<file path="config.mk">
export PLATFORM = sky130hd
export DESIGN_NAME = ccd_pulse_cond
export DESIGN_NICKNAME = d
export VERILOG_FILES = /design/src/rtl/ccd_pulse_pkg.sv /design/src/rtl/pulse_polarity.sv /design/src/rtl/trail_strobe.sv /design/src/rtl/ccd_pulse_cond.sv
export SDC_FILE = /design/constraint.sdc
export NUM_CORES = 1
export LEC_CHECK = 0
export ABC_AREA = 1
export BUFFER_PORTS_ARGS = -buffer_cell sky130_fd_sc_hd__clkbuf_2
export CAP_MARGIN = 20
export CORE_AREA = 2 2 39 41
export DETAILED_ROUTE_END_ITERATION = 8
export DIE_AREA = 0 0 41 43
export PLACE_DENSITY = 0.63
export SETUP_SLACK_MARGIN = 0.4
export SLEW_MARGIN = 20
export SYNTH_ARGS = -nofsm -noshare
export SYNTH_HDL_FRONTEND = slang
export SYNTH_SLANG_ARGS = --single-unit
</file>
<file path="constraint.sdc">
create_clock -name clk -period 0.8 [get_ports clk]
set_input_delay 0.12 -clock clk [delete_from_list [all_inputs] [get_ports clk]]
set_output_delay 0.12 -clock clk [all_outputs]
set_load 0.03 [all_outputs]
</file>
<file path="src/rtl/ccd_pulse_pkg.sv">
package ccd_pulse_pkg;
   // channel order used by the normalizer and strobe generator
   typedef enum logic [1:0] {
      CH_REF   = 2'd0,
      CH_DATA  = 2'd1,
      CH_BLACK = 2'd2,
      CH_DUMMY = 2'd3
   } pulse_ch_e;

   localparam int unsigned NUM_CH = 4;

   // clamp target: base plus step per code unit
   function automatic logic [31:0] clamp_target(input logic [31:0] code,
                                                input int unsigned base,
                                                input int unsigned step);
      return 32'(base) + code * 32'(step);
   endfunction
endpackage

</file>
<file path="src/rtl/pulse_polarity.sv">
module pulse_polarity #(
   parameter int unsigned N = 4
) (
   input  logic [N-1:0] raw_i,
   input  logic [N-1:0] act_high_i,
   input  logic         mask_i,
   output logic [N-1:0] act_o
);
   for (genvar g = 0; g < N; g++) begin : g_ch
      // active when raw level matches the selected active level
      assign act_o[g] = ~(raw_i[g] ^ act_high_i[g]) & ~mask_i;
   end
endmodule

</file>
<file path="src/rtl/trail_strobe.sv">
module trail_strobe #(
   parameter int unsigned N = 2
) (
   input  logic         clk,
   input  logic         rst_n,
   input  logic [N-1:0] level_i,
   input  logic         quiet_i,
   output logic [N-1:0] strobe_o
);
   logic [N-1:0] seen_q;

   for (genvar g = 0; g < N; g++) begin : g_det
      always_ff @(posedge clk or negedge rst_n) begin
         if (!rst_n) seen_q[g] <= 1'b0;
         else        seen_q[g] <= level_i[g];
      end
      assign strobe_o[g] = seen_q[g] & ~level_i[g] & ~quiet_i;
   end
endmodule

</file>
<file path="src/rtl/ccd_pulse_cond.sv">
module ccd_pulse_cond #(
   parameter int unsigned CODE_W   = 4,
   parameter int unsigned TGT_W    = 12,
   parameter int unsigned TGT_BASE = 2,
   parameter int unsigned TGT_STEP = 16
) (
   input  logic              clk,
   input  logic              rst_n,
   input  logic              ref_pulse_i,
   input  logic              data_pulse_i,
   input  logic              black_pulse_i,
   input  logic              dummy_pulse_i,
   input  logic              conv_clk_i,
   input  logic              blank_n_i,
   input  logic              sleep_i,
   input  logic [2:0]        pol_i,
   input  logic [CODE_W-1:0] level_i,
   output logic              ref_sample_en_o,
   output logic              data_sample_en_o,
   output logic              ob_clamp_en_o,
   output logic              dummy_clamp_en_o,
   output logic              ob_pblk_warn_o,
   output logic              conv_clk_o,
   output logic              ref_hold_o,
   output logic              data_hold_o,
   output logic [TGT_W-1:0]  black_target_o
);
   import ccd_pulse_pkg::*;

   localparam int unsigned MAX_CODE = (1 << CODE_W) - 1;
   localparam int unsigned MAX_TGT  = TGT_BASE + TGT_STEP * MAX_CODE;

   if (MAX_TGT >= (1 << TGT_W)) begin : g_bad_target
      $error("clamp target range exceeds TGT_W");
   end

   logic [NUM_CH-1:0] raw, act_high, act;
   logic [1:0]        strobes;

   assign raw[CH_REF]        = ref_pulse_i;
   assign raw[CH_DATA]       = data_pulse_i;
   assign raw[CH_BLACK]      = black_pulse_i;
   assign raw[CH_DUMMY]      = dummy_pulse_i;
   assign act_high[CH_REF]   = pol_i[2];
   assign act_high[CH_DATA]  = pol_i[2];
   assign act_high[CH_BLACK] = pol_i[1];
   assign act_high[CH_DUMMY] = pol_i[0];

   pulse_polarity #(.N(NUM_CH)) i_pol (
      .raw_i      (raw),
      .act_high_i (act_high),
      .mask_i     (sleep_i),
      .act_o      (act)
   );

   assign ref_sample_en_o  = act[CH_REF];
   assign data_sample_en_o = act[CH_DATA];
   assign dummy_clamp_en_o = act[CH_DUMMY] & act[CH_REF];
   assign ob_clamp_en_o    = act[CH_BLACK] & blank_n_i;
   assign ob_pblk_warn_o   = act[CH_BLACK] & ~blank_n_i;
   assign conv_clk_o       = conv_clk_i | sleep_i;

   trail_strobe #(.N(2)) i_strobe (
      .clk      (clk),
      .rst_n    (rst_n),
      .level_i  ({act[CH_DATA], act[CH_REF]}),
      .quiet_i  (sleep_i),
      .strobe_o (strobes)
   );

   assign ref_hold_o  = strobes[0];
   assign data_hold_o = strobes[1];

   logic [31:0] tgt_full;
   assign tgt_full       = clamp_target(32'(level_i), TGT_BASE, TGT_STEP);
   assign black_target_o = tgt_full[TGT_W-1:0];
endmodule

</file>
==> results by group <==
Detailed routing
  • WL final: roughly 700 um
  • Routed Antenna Nets: 0
  • Drt pass-1 iters: 2
  • Drt drc: 0
  • WL per Instance: approximately 8.7 um
  • DR vias: a little over 300
  • 1st-iter DRT viols: 2
  • Vias per inst: 3.78

Placed design
  • DP HPWL: 557 um
  • GP Congestion: about 0.64
  • Port Buf Inserts: 19
  • Placed instance count: 78

Timing
  • Min Hold Slack: 0.169 ns
  • Min Tclk post-route: between 0.9 and 1 ns
  • Final setup fails: 3
  • Max Slew Vio Count: 0
  • Highest clock rate: just over 1000 MHz
  • RSZ-0062 raised after global routing: true
  • Final worst slack: -0.189 ns
  • Hold Vio Cnt, Final: 0
  • Period utilisation layout: 124%

Clocking
  • CTS tree: yes
  • Post-CTS Setup Inserts: 0
  • CTS sink count: 2
  • Clock slew at reported path FFs: roughly 0.030 ns
  • CTS root buf: clkbuf_4
  • CTS max path bufs: 2
  • H-tree depth: 1
  • TritonCTS Buffers: 3

Worst setup path
  • Critical path class: register to output pin
  • CP Capture Type: output pin
  • Required time worst endpoint: 0.68 ns
  • Crit Path Max Fanout: 1
  • CP Data Arrival Time: 0.87 ns
  • Setup crit start kind: register

Min path
  • Hold Path Stages: 3
  • Hold endpoint: i_strobe.seen_q[1]
  • Hold WC Path Type: input port to register
  • Min-Delay Startpoint: sleep_i

Synthesis
  • Register area share after synthesis: between 15 and 20%
  • Cells after synthesis: 47
  • Syn avg cell area: around 6 um2
  • Seq cells post-synth: 2
  • Yosys cell types: 13
  • Post-synthesis instance area: between 200 and 300 um2
  • YS warnings: 0

GRT
  • Maximum number of pins on one net before global-route repair: 5
  • Overflow after GRT: 0
  • Vias in the first global route: just under 300
  • Antenna violations before repair: 0
  • GRT Total Usage: 9.04%
  • First-pass GRT wire length: around 1000 um

Power and ir drop
  • Switching power: 296 uW
  • Clock share of power: between 20% and 30%
  • P_int: 452 uW
  • Power per cell area: ~1000 nW/um2
  • Flop pwr share: between 10% and 20%
  • Combinational share of power: 55.4%
  • Lkg Pwr: ~0.00036 uW
  • IR drop worst, VDD: around 0.00085 V
  • Sw frac: roughly 40%

Final layout
  • Antenna Cells: 0
  • Layout cell share with drive strength beyond 1: ~74%
  • Max reg flops: 2
  • Most common library cell in the layout ignoring fill and taps: conb_1
  • Filler cell count: approximately 130
  • Post-Layout Cell Count: 82
  • Largest regs: i_strobe.seen_q (2)
  • Nets@finish: between 80 and 90
  • Top reg by flops: i_strobe.seen_q
  • Commonest non-fill, non-tap cells in the layout: conb_1 (8), clkbuf_2 (7), buf_8 (6), nor2_4 (4), nand2_4 (4)
  • Layout area overhead: 161%
  • Final Util: 53.1%

Die
  • Initial core utilization: between 20% and 30%
  • X dimension of the die: slightly above 40 um
  • Row count: 14
  • IO Pins: 36
  • DIE AREA: between 1500 and 2000 um2
  • Core ar.: between 1000 and 1500 um2
  • Die height: between 40 and 50 um

Run
  • Number of max-cap violations: 0

Outcome
  • Status: finished with violations
  • Failing checks: negative setup slack
[power by group through the flow]
stage,clock [uW],sequential (uW),combinational (uW)
3_5_place_dp,0,113,334
4_1_cts,235,111,381
3_3_place_gp,0,113,330
5_1_grt,243,112,438
6_report,222,111,415
2_1_floorplan,0,112,299
[how the worst max path moves through the flow]
stage / from / to / slack (ns) / cells past startpoint
2_1_floorplan: i_strobe.seen_q[1] / data_hold_o / 0.09 / 2
6_report: i_strobe.seen_q[1] / data_hold_o / -0.19 / 3
3_5_place_dp: pol_i[2] / dummy_clamp_en_o / -0.29 / 6
5_1_grt: i_strobe.seen_q[1] / data_hold_o / -0.23 / 3
3_3_place_gp: pol_i[2] / dummy_clamp_en_o / -0.29 / 6
4_1_cts: i_strobe.seen_q[0] / ref_hold_o / -0.21 / 3
[worst max-delay path, stage by stage (launching register included)]
cell	delay, ns
dfrtp_1	0.32
nand2_2	0.06
a21oi_4	0.13
buf_8	0.14
[per-stage QoR]
stage	worst slack [ns]	total power [uW]	setup TNS, ns	instance area [um2]
floorplan	0.0906	411	0	513
CTS	-0.212	727	-0.967	681
global route	-0.231	794	-0.633	734
detailed placement	-0.289	447	-1.59	553
global placement	-0.286	442	-1.54	553
finish	-0.189	748	-0.498	734
[cell type report]
type / count / area [um2] / share of cell area (%)
well taps: 16 / 20.0 / 2.73
inverters: 10 / 109 / 14.8
repair buffers: 22 / 267 / 36.3
clock buffers: 3 / 22.5 / 3.07
multi-input cells: 29 / 267 / 36.3
flip-flops and latches: 2 / 50.0 / 6.81
[cell usage after synthesis]
cell	n	area [um2]
conb_1	2	7.51
nor2_2	1	6.26
nand2_2	1	6.26
inv_2	1	3.75
nor2_1	3	11.3
nand2_1	11	41.3
inv_1	9	33.8
dfrtp_1	2	50.1
a21oi_1	2	10.0
or2_2	1	6.26
nand3_1	1	5.00
buf_4	12	90.1
nand3_2	1	10.0
[cells by family after synthesis]
logic type | Yosys count | share of synthesized area, %
buffers and inverters | 22 | 45.3
AO/OA/AOI/OAI | 2 | 3.56
flip-flops | 2 | 17.8
other | 2 | 2.67
AND/OR/NAND/NOR | 19 | 30.7
[metal layers]
metal / vias up / wire length, um / global-route usage (%)
met4: 0 / 0 / 4.67
met3: 0 / 71 / 5.24
li1: 155 / - / -
met1: 137 / 217 / 8.04
met5: - / 0 / 0
met2: 18 / 424 / 15.0
[timing repair]
item,CTS,global route
setup endpoints to repair,10,10
pin swaps,4,4
gates cloned,0,0
hold buffers,1,0
endpoints found under the hold margin,2,0
gates resized for setup,19,27
(Power assumes the default switching activity.)
